### config.mk
export PLATFORM = sky130hd
export DESIGN_NAME = flag_alu
export DESIGN_NICKNAME = d
export VERILOG_FILES = /design/src/rtl/flag_alu_pkg.sv /design/src/rtl/flag_alu_decode.sv /design/src/rtl/flag_alu_addsub.sv /design/src/rtl/flag_alu_logic.sv /design/src/rtl/flag_alu_flags.sv /design/src/rtl/flag_alu.sv
export SDC_FILE = /design/constraint.sdc
export NUM_CORES = 1
export LEC_CHECK = 0
export ABC_AREA = 1
export BUFFER_PORTS_ARGS = -buffer_cell sky130_fd_sc_hd__buf_2
export CAP_MARGIN = 0
export CORE_UTILIZATION = 52
export DETAILED_ROUTE_END_ITERATION = 6
export PLACE_DENSITY = 0.75
export SYNTH_ARGS = -nofsm -noshare
export SYNTH_HDL_FRONTEND = slang
export SYNTH_HIERARCHICAL = 1
export SYNTH_SLANG_ARGS = --single-unit
export TNS_END_PERCENT = 5
### constraint.sdc
create_clock -name clk -period 6.2 [get_ports clk]
set_clock_uncertainty 0.15 [all_clocks]
set_input_delay 0.31 -clock clk [delete_from_list [all_inputs] [get_ports clk]]
set_output_delay 0.31 -clock clk [all_outputs]
set_load 0.01 [all_outputs]
### src/rtl/flag_alu_pkg.sv
package flag_alu_pkg;

    typedef enum logic [3:0] {
        OP_AND = 4'h0,
        OP_EOR = 4'h1,
        OP_SUB = 4'h2,
        OP_ADD = 4'h4,
        OP_ADC = 4'h5,
        OP_TST = 4'h8,
        OP_TEQ = 4'h9,
        OP_CMP = 4'hA,
        OP_ORR = 4'hC,
        OP_MOV = 4'hD,
        OP_BIC = 4'hE,
        OP_MVN = 4'hF
    } alu_op_e;

    typedef enum logic [2:0] {
        LG_AND,
        LG_ORR,
        LG_EOR,
        LG_BIC,
        LG_MOV,
        LG_MVN
    } logic_sel_e;

    typedef struct packed {
        logic n;
        logic z;
        logic c;
        logic v;
    } flags_t;

endpackage

### src/rtl/flag_alu_decode.sv
module flag_alu_decode
    import flag_alu_pkg::*;
(
    input  logic [3:0] op_code,
    output logic       known,
    output logic       probe,
    output logic       arith,
    output logic       sub,
    output logic       use_c,
    output logic_sel_e lsel
);

    always_comb begin
        known = 1'b1;
        probe = 1'b0;
        arith = 1'b0;
        sub   = 1'b0;
        use_c = 1'b0;
        lsel  = LG_AND;
        unique case (op_code)
            OP_AND: lsel = LG_AND;
            OP_EOR: lsel = LG_EOR;
            OP_ORR: lsel = LG_ORR;
            OP_BIC: lsel = LG_BIC;
            OP_MOV: lsel = LG_MOV;
            OP_MVN: lsel = LG_MVN;
            OP_ADD: arith = 1'b1;
            OP_ADC: begin
                arith = 1'b1;
                use_c = 1'b1;
            end
            OP_SUB: begin
                arith = 1'b1;
                sub   = 1'b1;
            end
            OP_CMP: begin
                arith = 1'b1;
                sub   = 1'b1;
                probe = 1'b1;
            end
            OP_TST: begin
                lsel  = LG_AND;
                probe = 1'b1;
            end
            OP_TEQ: begin
                lsel  = LG_EOR;
                probe = 1'b1;
            end
            default: known = 1'b0;
        endcase
    end

endmodule

### src/rtl/flag_alu_addsub.sv
module flag_alu_addsub #(
    parameter int W = 32
) (
    input  logic [W-1:0] a,
    input  logic [W-1:0] b,
    input  logic         invert_b,
    input  logic         carry_in,
    output logic [W-1:0] sum,
    output logic         cout,
    output logic         ovf
);

    logic [W-1:0] b_eff;
    logic [W:0]   wide;

    always_comb begin
        b_eff = invert_b ? ~b : b;
        wide  = {1'b0, a} + {1'b0, b_eff} + {{W{1'b0}}, carry_in};
        sum   = wide[W-1:0];
        cout  = wide[W];
        ovf   = (a[W-1] == b_eff[W-1]) && (wide[W-1] != a[W-1]);
    end

endmodule

### src/rtl/flag_alu_logic.sv
module flag_alu_logic
    import flag_alu_pkg::*;
#(
    parameter int W = 32
) (
    input  logic [W-1:0] a,
    input  logic [W-1:0] b,
    input  logic_sel_e   lsel,
    output logic [W-1:0] y
);

    always_comb begin
        unique case (lsel)
            LG_AND:  y = a & b;
            LG_ORR:  y = a | b;
            LG_EOR:  y = a ^ b;
            LG_BIC:  y = a & ~b;
            LG_MOV:  y = b;
            LG_MVN:  y = ~b;
            default: y = '0;
        endcase
    end

endmodule

### src/rtl/flag_alu_flags.sv
module flag_alu_flags
    import flag_alu_pkg::*;
#(
    parameter int W = 32
) (
    input  logic         clk,
    input  logic         rst_n,
    input  logic         upd,
    input  logic [W-1:0] res,
    input  logic         arith,
    input  logic         a_cout,
    input  logic         a_ovf,
    input  logic         shift_cout,
    output flags_t       flags_q
);

    flags_t flags_d;

    always_comb begin
        flags_d = flags_q;
        if (upd) begin
            flags_d.n = res[W-1];
            flags_d.z = (res == '0);
            flags_d.c = arith ? a_cout : shift_cout;
            flags_d.v = arith ? a_ovf : flags_q.v;
        end
    end

    always_ff @(posedge clk or negedge rst_n) begin
        if (!rst_n) flags_q <= '0;
        else        flags_q <= flags_d;
    end

    AST_RESET_CLEAR: assert property (@(posedge clk) !rst_n |=> (flags_q == '0));

endmodule

### src/rtl/flag_alu.sv
module flag_alu
    import flag_alu_pkg::*;
#(
    parameter int W = 32
) (
    input  logic         clk,
    input  logic         rst_n,
    input  logic [W-1:0] opnd_a,
    input  logic [W-1:0] opnd_b,
    input  logic         shift_cout,
    input  logic [3:0]   op_code,
    input  logic         set_flags,
    output logic [W-1:0] result,
    output logic         wr_en,
    output logic [3:0]   flags_o
);

    logic         known, probe, arith, sub, use_c;
    logic_sel_e   lsel;
    logic [W-1:0] sum, lres;
    logic         a_cout, a_ovf, carry_in, upd;
    flags_t       flags_q;

    flag_alu_decode u_dec (
        .op_code (op_code),
        .known   (known),
        .probe   (probe),
        .arith   (arith),
        .sub     (sub),
        .use_c   (use_c),
        .lsel    (lsel)
    );

    assign carry_in = sub | (use_c & flags_q.c);

    flag_alu_addsub #(.W(W)) u_add (
        .a        (opnd_a),
        .b        (opnd_b),
        .invert_b (sub),
        .carry_in (carry_in),
        .sum      (sum),
        .cout     (a_cout),
        .ovf      (a_ovf)
    );

    flag_alu_logic #(.W(W)) u_log (
        .a    (opnd_a),
        .b    (opnd_b),
        .lsel (lsel),
        .y    (lres)
    );

    always_comb begin
        if (!known)     result = '0;
        else if (arith) result = sum;
        else            result = lres;
        wr_en = known & ~probe;
        upd   = known & (probe | set_flags);
    end

    flag_alu_flags #(.W(W)) u_flg (
        .clk        (clk),
        .rst_n      (rst_n),
        .upd        (upd),
        .res        (result),
        .arith      (arith),
        .a_cout     (a_cout),
        .a_ovf      (a_ovf),
        .shift_cout (shift_cout),
        .flags_q    (flags_q)
    );

    assign flags_o = flags_q;

    logic is_probe_code, is_logic_code, is_known_code;
    assign is_probe_code = (op_code == 4'h8) || (op_code == 4'h9) || (op_code == 4'hA);
    assign is_logic_code = (op_code == 4'h0) || (op_code == 4'h1) || (op_code == 4'hC)
                        || (op_code == 4'hD) || (op_code == 4'hE) || (op_code == 4'hF);
    assign is_known_code = !((op_code == 4'h3) || (op_code == 4'h6)
                          || (op_code == 4'h7) || (op_code == 4'hB));

    AST_PROBE_NO_WRITE: assert property (@(posedge clk) disable iff (!rst_n)
        is_probe_code |-> !wr_en);
    AST_HOLD_FLAGS: assert property (@(posedge clk) disable iff (!rst_n)
        (!set_flags && !is_probe_code) |=> $stable(flags_o));
    AST_N_TRACK: assert property (@(posedge clk) disable iff (!rst_n)
        (is_known_code && (set_flags || is_probe_code)) |=> (flags_o[3] == $past(result[W-1])));
    AST_Z_TRACK: assert property (@(posedge clk) disable iff (!rst_n)
        (is_known_code && (set_flags || is_probe_code)) |=> (flags_o[2] == ($past(result) == '0)));
    AST_LOGIC_V_HOLD: assert property (@(posedge clk) disable iff (!rst_n)
        (is_logic_code && set_flags) |=> $stable(flags_o[0]));
    AST_UNDEF_QUIET: assert property (@(posedge clk) disable iff (!rst_n)
        !is_known_code |-> (!wr_en && result == '0));

endmodule

# --- Word-level counts from Yosys, hierarchy flattened ---
# Cells that the tools add are included.
word_totals:
  register_bits: 4
  word_cells: 56
op_classes:
  bitwise_logic: 11
  muxes: 11
  reduce_logical: 10
  eq_ne: 18
  n_addsub: 2
op_table:
  columns: ["op", "n"]
  rows:
  - ["$pmux W32 S6", 1]
  - ["$mux W32", 3]
  - ["$and A32 B32 Y32", 2]
  - ["$add A32 B32 Y33", 1]
  - ["$add A33 B1 Y33", 1]
  - ["$logic_not A32 Y1", 1]
  - ["$not A32 Y32", 1]
  - ["$or A32 B32 Y32", 1]
  - ["$xor A32 B32 Y32", 1]
  - ["$eq A4 B4 Y1 const B", 7]
  - ["$pmux W3 S5", 1]
  - ["$reduce_or A12 Y1", 1]
  - ["$eq A4 B3 Y1 const B", 2]
  - ["$eq A3 B2 Y1 const B", 2]
  - ["$eq A3 B3 Y1 const B", 2]
  - ["$mux W1", 6]
  - ["$eq A4 B1 Y1 const B", 1]
  - ["$eq A4 B2 Y1 const B", 1]
  - ["$logic_not A4 Y1", 1]
  - ["$reduce_or A2 Y1", 2]
  - ["$reduce_or A4 Y1", 1]
  - ["$and A1 B1 Y1", 3]
  - ["$eq A3 B1 Y1 const B", 1]
  - ["$logic_not A3 Y1", 1]
  - ["other kinds (7)", 8]

# --- Logic depth before layout (Yosys ltp) ---
logic_depth:
  ltp_word: 9
  ltp_mapped: 31
  ltp_nobuf: 30

# --- By module ---
# The synthesis kept the hierarchy.
modules_own_cells:
  columns: ["mod", "cells_per_inst", "area_per_inst_um2", "n_inst"]
  rows:
  - ["flag_alu_logic", 555, 2663.8, 1]
  - ["flag_alu_addsub", 474, 2617.5, 1]
  - ["flag_alu", 176, 724.4, 1]
  - ["flag_alu_flags", 46, 279.0, 1]
  - ["flag_alu_decode", 23, 95.1, 1]

# --- Least setup slack after synthesis ---
# No wires, ideal clock.
synth_timing:
  path_kind: "input-to-reg"
  start: "in op_code[1]"
  end: "reg u_flg/flags_q[2] (netlist name)"
  t_required_ns: 5.934
  setup_ns: 0.116
  path_stages: 30
  t_arrival_ns: 3.344
  setup_slack_ns: 2.590
  path_buffers: 2
  cell_sequence: "inv_2 -> nor2_2 -> nand2_1 -> inv_1 -> clkbuf_1 -> buf_2 -> xnor2_1 -> fa_1 -> fa_1 -> inv_1 -> nand3_1 -> nand2_2 -> nand2_1 -> nand2_1 -> nand3_1 -> nand2_2 -> nand2_1 -> nand2_1 -> nand2_1 -> nand2_1 -> inv_1 -> nand2_1 -> nand2_1 -> nor2_1 -> nor2_1 -> and2_0 -> nand2_1 -> nor2_1 -> nand2_1 -> nand2_1"
synth_via:
  elab_chain_cells: 9
  elab_cells_between_ends: 40
  classes_between: "add/sub: 2; eq/ne: 16; mux: 10; bitwise: 4; reduce/logical: 8"
synth_lines:
  columns: ["item", "line_no", "rtl"]
  rows:
  - ["from (decl)", "flag_alu.sv:11", "input logic [3:0] op_code,"]
  - ["$eq A4 B4 Y1 or $eq A4 B2 Y1 (tied branches)", "flag_alu_decode.sv:20", "unique case (op_code)"]
  - ["$reduce_or A2 Y1 (no line) (*)", null, null]
  - ["$mux W1 (*)", "flag_alu_decode.sv:20", null]
  - ["net sub", "flag_alu.sv:18", "logic known, probe, arith, sub, use_c;"]
  - ["$mux W32", "flag_alu_addsub.sv:17", "b_eff = invert_b ? ~b : b;"]
  - ["$add A32 B32 Y33", "flag_alu_addsub.sv:18", "wide = {1'b0, a} + {1'b0, b_eff} + {{W{1'b0}}, carry_in};"]
  - ["$add A33 B1 Y33 (*)", "flag_alu_addsub.sv:18", null]
  - ["net sum[30]", "flag_alu.sv:20", "logic [W-1:0] sum, lres;"]
  - ["$mux W32 (*)", "flag_alu.sv:55", "else if (arith) result = sum;"]
  - ["$mux W32 (*)", "flag_alu.sv:54", "if (!known) result = '0;"]
  - ["net result[30]", "flag_alu.sv:13", "output logic [W-1:0] result,"]
  - ["$logic_not A32 Y1 (*)", "flag_alu_flags.sv:23", "flags_d.z = (res == '0);"]
# The timed path passes the listed nets; every way through them passes the cells marked *.
# A chain may end at the register's enable or synchronous reset.

# --- Worst setup path in the final report ---
layout_timing:
  start: "in op_code[0]"
  end: "out result[26]"
layout_via:
  elab_cells_between_ends: 35
  classes_between: "add/sub: 2; eq/ne: 16; mux: 9; bitwise: 2; reduce/logical: 6"
layout_lines:
  columns: ["item", "line_no", "rtl"]
  rows:
  - ["$eq A4 B4 Y1 or $eq A4 B2 Y1 (tied branches)", "flag_alu_decode.sv:20", null]
  - ["$reduce_or A2 Y1 (no line) (*)", null, null]
  - ["$mux W1 (*)", "flag_alu_decode.sv:20", null]
  - ["net sub", "flag_alu.sv:18", null]
  - ["$or A1 B1 Y1 (*)", "flag_alu.sv:34", "assign carry_in = sub | (use_c & flags_q.c);"]
  - ["net carry_in", "flag_alu.sv:21", "logic a_cout, a_ovf, carry_in, upd;"]
  - ["$add A33 B1 Y33 (*)", "flag_alu_addsub.sv:18", null]
  - ["net sum[26]", "flag_alu.sv:20", null]
  - ["$mux W32 (*)", "flag_alu.sv:55", null]
  - ["$mux W32 (*)", "flag_alu.sv:54", null]
  - ["to (decl)", "flag_alu.sv:13", null]
# Marks and branches as above.

==> run_results.csv <==
group,metric,value,unit
run_status,status,"completed",
min_path,hp-class,"in -> reg",
min_path,min-delay-start,"shift_cout",
layout,fillerInstances,1274,
setup_path,r2r_start,"u_flg/flags_q[1]$_DFFE_PN0P_",
global_routing,grt.total_usage,0.3134,
sta,fin_hold_ws,0.2334,ns
clock_network,cts_setup_buffers,0,
run,cap_violations,0,
synth,syn-mean-instance-area,5.008,sq um
drt,wl_per_cell,13.48,um
die,coreArea,11960,sq um
die,ios,109,
sta,finalSetupViolations,0,
layout,largest-register,"u_flg/flags_q",
layout,multi_input_area,5176,sq um
clock_network,cts.clk_slew.worst_paths,0.03,ns
setup_path,cp-end-kind,"primary output",
clock_network,cts_made_buffers,3,
power,powerDensity,124.9,nW/um^2
drt,dr.pass1.iters,5,
sta,finalCritPeriodShare,0.6609,
min_path,hold_path_depth,3,
setup_path,ff2ff_setup_slack,2.82,ns
synth,ys_seq_elements,4,
layout,drive_gt1_frac,0.1230,
sta,rsz0062_at_grt,"false",
layout,layout_commonest_cell,"nand2_1",
setup_path,startpoint_type,"input port",
synth,synth.distinct_cells,38,
synth,synth_cells,1274,
die,die_h,112.8,um
setup_path,worst-path-max-fanout,33,
setup_path,required,5.74,ns
layout,postLayoutCoreUtil,0.5844,
clock_network,htree_levels,1,
layout,diodes,0,
sta,tns,0,ns
die,std_cell_rows,40,
clock_network,clk_path_buf_depth,2,
placed_design,globalplace.congestion,1.037,
layout,register_area,100.1,sq um
layout,largest_reg_flops,4,
setup_path,reg2reg_depth,26,
min_path,hold_end,"u_flg/flags_q[1]$_DFFE_PN0P_",
power,leakagePower,0.004763,uW
power,irDropWorstVdd,0.06555,mV
layout,final_cell_mix,"485 x nand2_1, 214 x inv_1, 161 x nor2_1",
placed_design,dp_hpwl,15480,um
placed_design,pre_cts_ws,2.034,ns
die,dieArea,12720,sq um
sta,tightestPinTransition,1.138,ns
global_routing,antenna_found_initial,0,
setup_path,worstPathArrival,3.64,ns
global_routing,grt_pass1_vias,6882,
setup_path,cp_common_cell,"nand2_1",
die,initial_core_util,0.5334,
synth,synth_nets,1411,
sta,fmax,0.2440,GHz
global_routing,grt_pass1_wl,33050,um
global_routing,grt_overflow_total,0,
layout,fin_nets,1489,
sta,setup_slack,2.102,ns
setup_path,crit_type,"in -> out",
synth,yosysSeqAreaShare,0.01569,
sta,max-slew-margin-rel,0.2389,
drt,drtAntennaViolNets,0,
drt,drt_iter0_drc,720,
synth,netlist_area,6380,sq um
placed_design,portBuffers,108,
setup_path,rr_endpoint,"u_flg/flags_q[2]$_DFFE_PN0P_",
sta,period_minus_slack,4.098,ns
clock_network,clkLatencyLatePin,0.23,ns
layout,area_growth,9.570,%
clock_network,cts_resized,0,
drt,vias_per_cell,5.241,
die,die_w,112.8,um
placed_design,dp_cells,1493,
setup_path,critPathBufInv,7,
clock_network,clkSinkCount,4,
drt,routed_wl,20180,um
layout,stdcell_count,1497,
setup_path,crit_family,"simple AND/OR/NAND/NOR gates",
drt,drc,0,
layout,reg.largest.list,"u_flg/flags_q: 4 flops",
setup_path,slowest_delay,0.46,ns
synth,yosys_warnings,6,
clock_network,cts_root_buf,"clkbuf_16",
clock_network,cts_tree,"yes",
setup_path,critPathSlowestCell,"fa_1",
sta,hold_viol,0,
global_routing,grt_max_degree,68,
sta,drv_slew,0,
drt,num_vias,7846,
## worst min-delay path, delay by kind of cell
kind	cells	cell delay, ns
AO/OA/AOI/OAI	2	0.18
buffers and inverters	1	0.07
## kinds of logic after synthesis
logic type / count (synthesis) / synth area share
AO/OA/AOI/OAI: 61 / 0.05413
XOR/XNOR: 51 / 0.07119
adder cells (fa/ha/maj): 65 / 0.1298
buffers and inverters: 266 / 0.1734
flip-flops: 4 / 0.01569
AND/OR/NAND/NOR: 827 / 0.5558
## area by class of cell
cell class                 instances  area share
timing repair buffer             120     0.09057
tap                              147     0.02631
multi-input combinational       1004      0.7405
sequential                         4     0.01432
inverter                         219      0.1176
clock buffer                       3     0.01074
## what timing repair did
item,in CTS,in global routing
setup endpoints to repair,0,0
endpoints found under the hold margin,4,0
hold buffers,1,0
## cell usage after synthesis, drive strengths merged
| library cell | count | area share |
|---|---|---|
| o21bai | 6 | 0.0071 |
| or2 | 1 | 0.00098 |
| clkbuf | 6 | 0.0035 |
| o21ai | 15 | 0.012 |
| xnor2 | 4 | 0.0055 |
| nor3 | 9 | 0.0078 |
| inv | 219 | 0.13 |
| nand2 | 505 | 0.31 |
| ha | 63 | 0.12 |
| nor2 | 170 | 0.10 |
| nand3 | 66 | 0.053 |
| xor2 | 47 | 0.066 |
| dfrtp | 4 | 0.016 |
| nor4 | 2 | 0.0039 |
| fa | 2 | 0.0063 |
| a31oi | 1 | 0.00098 |
| a21oi | 34 | 0.028 |
| a21o | 3 | 0.0035 |
| nand3b | 33 | 0.039 |
| nand4 | 40 | 0.040 |
| o21a | 2 | 0.0024 |
| buf | 41 | 0.041 |
| and2 | 1 | 0.00098 |
## worst max-delay path by stage
stage                    start                      endpoint  slack [ns]  cells past startpoint
finish              op_code[0]                    result[26]        2.10                     25
global route        op_code[0]                    result[16]        1.72                     25
CTS                 op_code[0]                    result[26]        2.11                     25
detailed placement  op_code[0]  u_flg/flags_q[2]$_DFFE_PN0P_        2.03                     31
global placement    op_code[0]  u_flg/flags_q[2]$_DFFE_PN0P_        2.13                     31
floorplan           op_code[1]  u_flg/flags_q[2]$_DFFE_PN0P_        2.59                     30
## stage by stage
step | cell area [sq um] | total power [uW]
floorplan | 6380 | 558.1
finish | 6990 | 873.4
global route | 6990 | 969.3
CTS | 6990 | 862.9
detailed placement | 6905 | 758.1
global placement | 6905 | 753.5
## power by group
group	leakage (uW)	total, uW	internal (uW)	switching, uW
logic	0.00467	739	259	481
clock network	0.0000370	101	82.4	18.5
registers	0.0000518	33.0	30.5	2.46
total	0.00476	873	372	502
## layer usage
layer	track usage	share of wire	routed length, um	vias up
li1	-	-	-	4046
met1	0.4340	0.46	9269	3425
met2	0.5329	0.45	9182	357
met3	0.02464	0.074	1503	18
met4	0.06133	0.011	225	0
met5	0	0	0	-
Note: power is estimated with default switching activity, not from simulation.
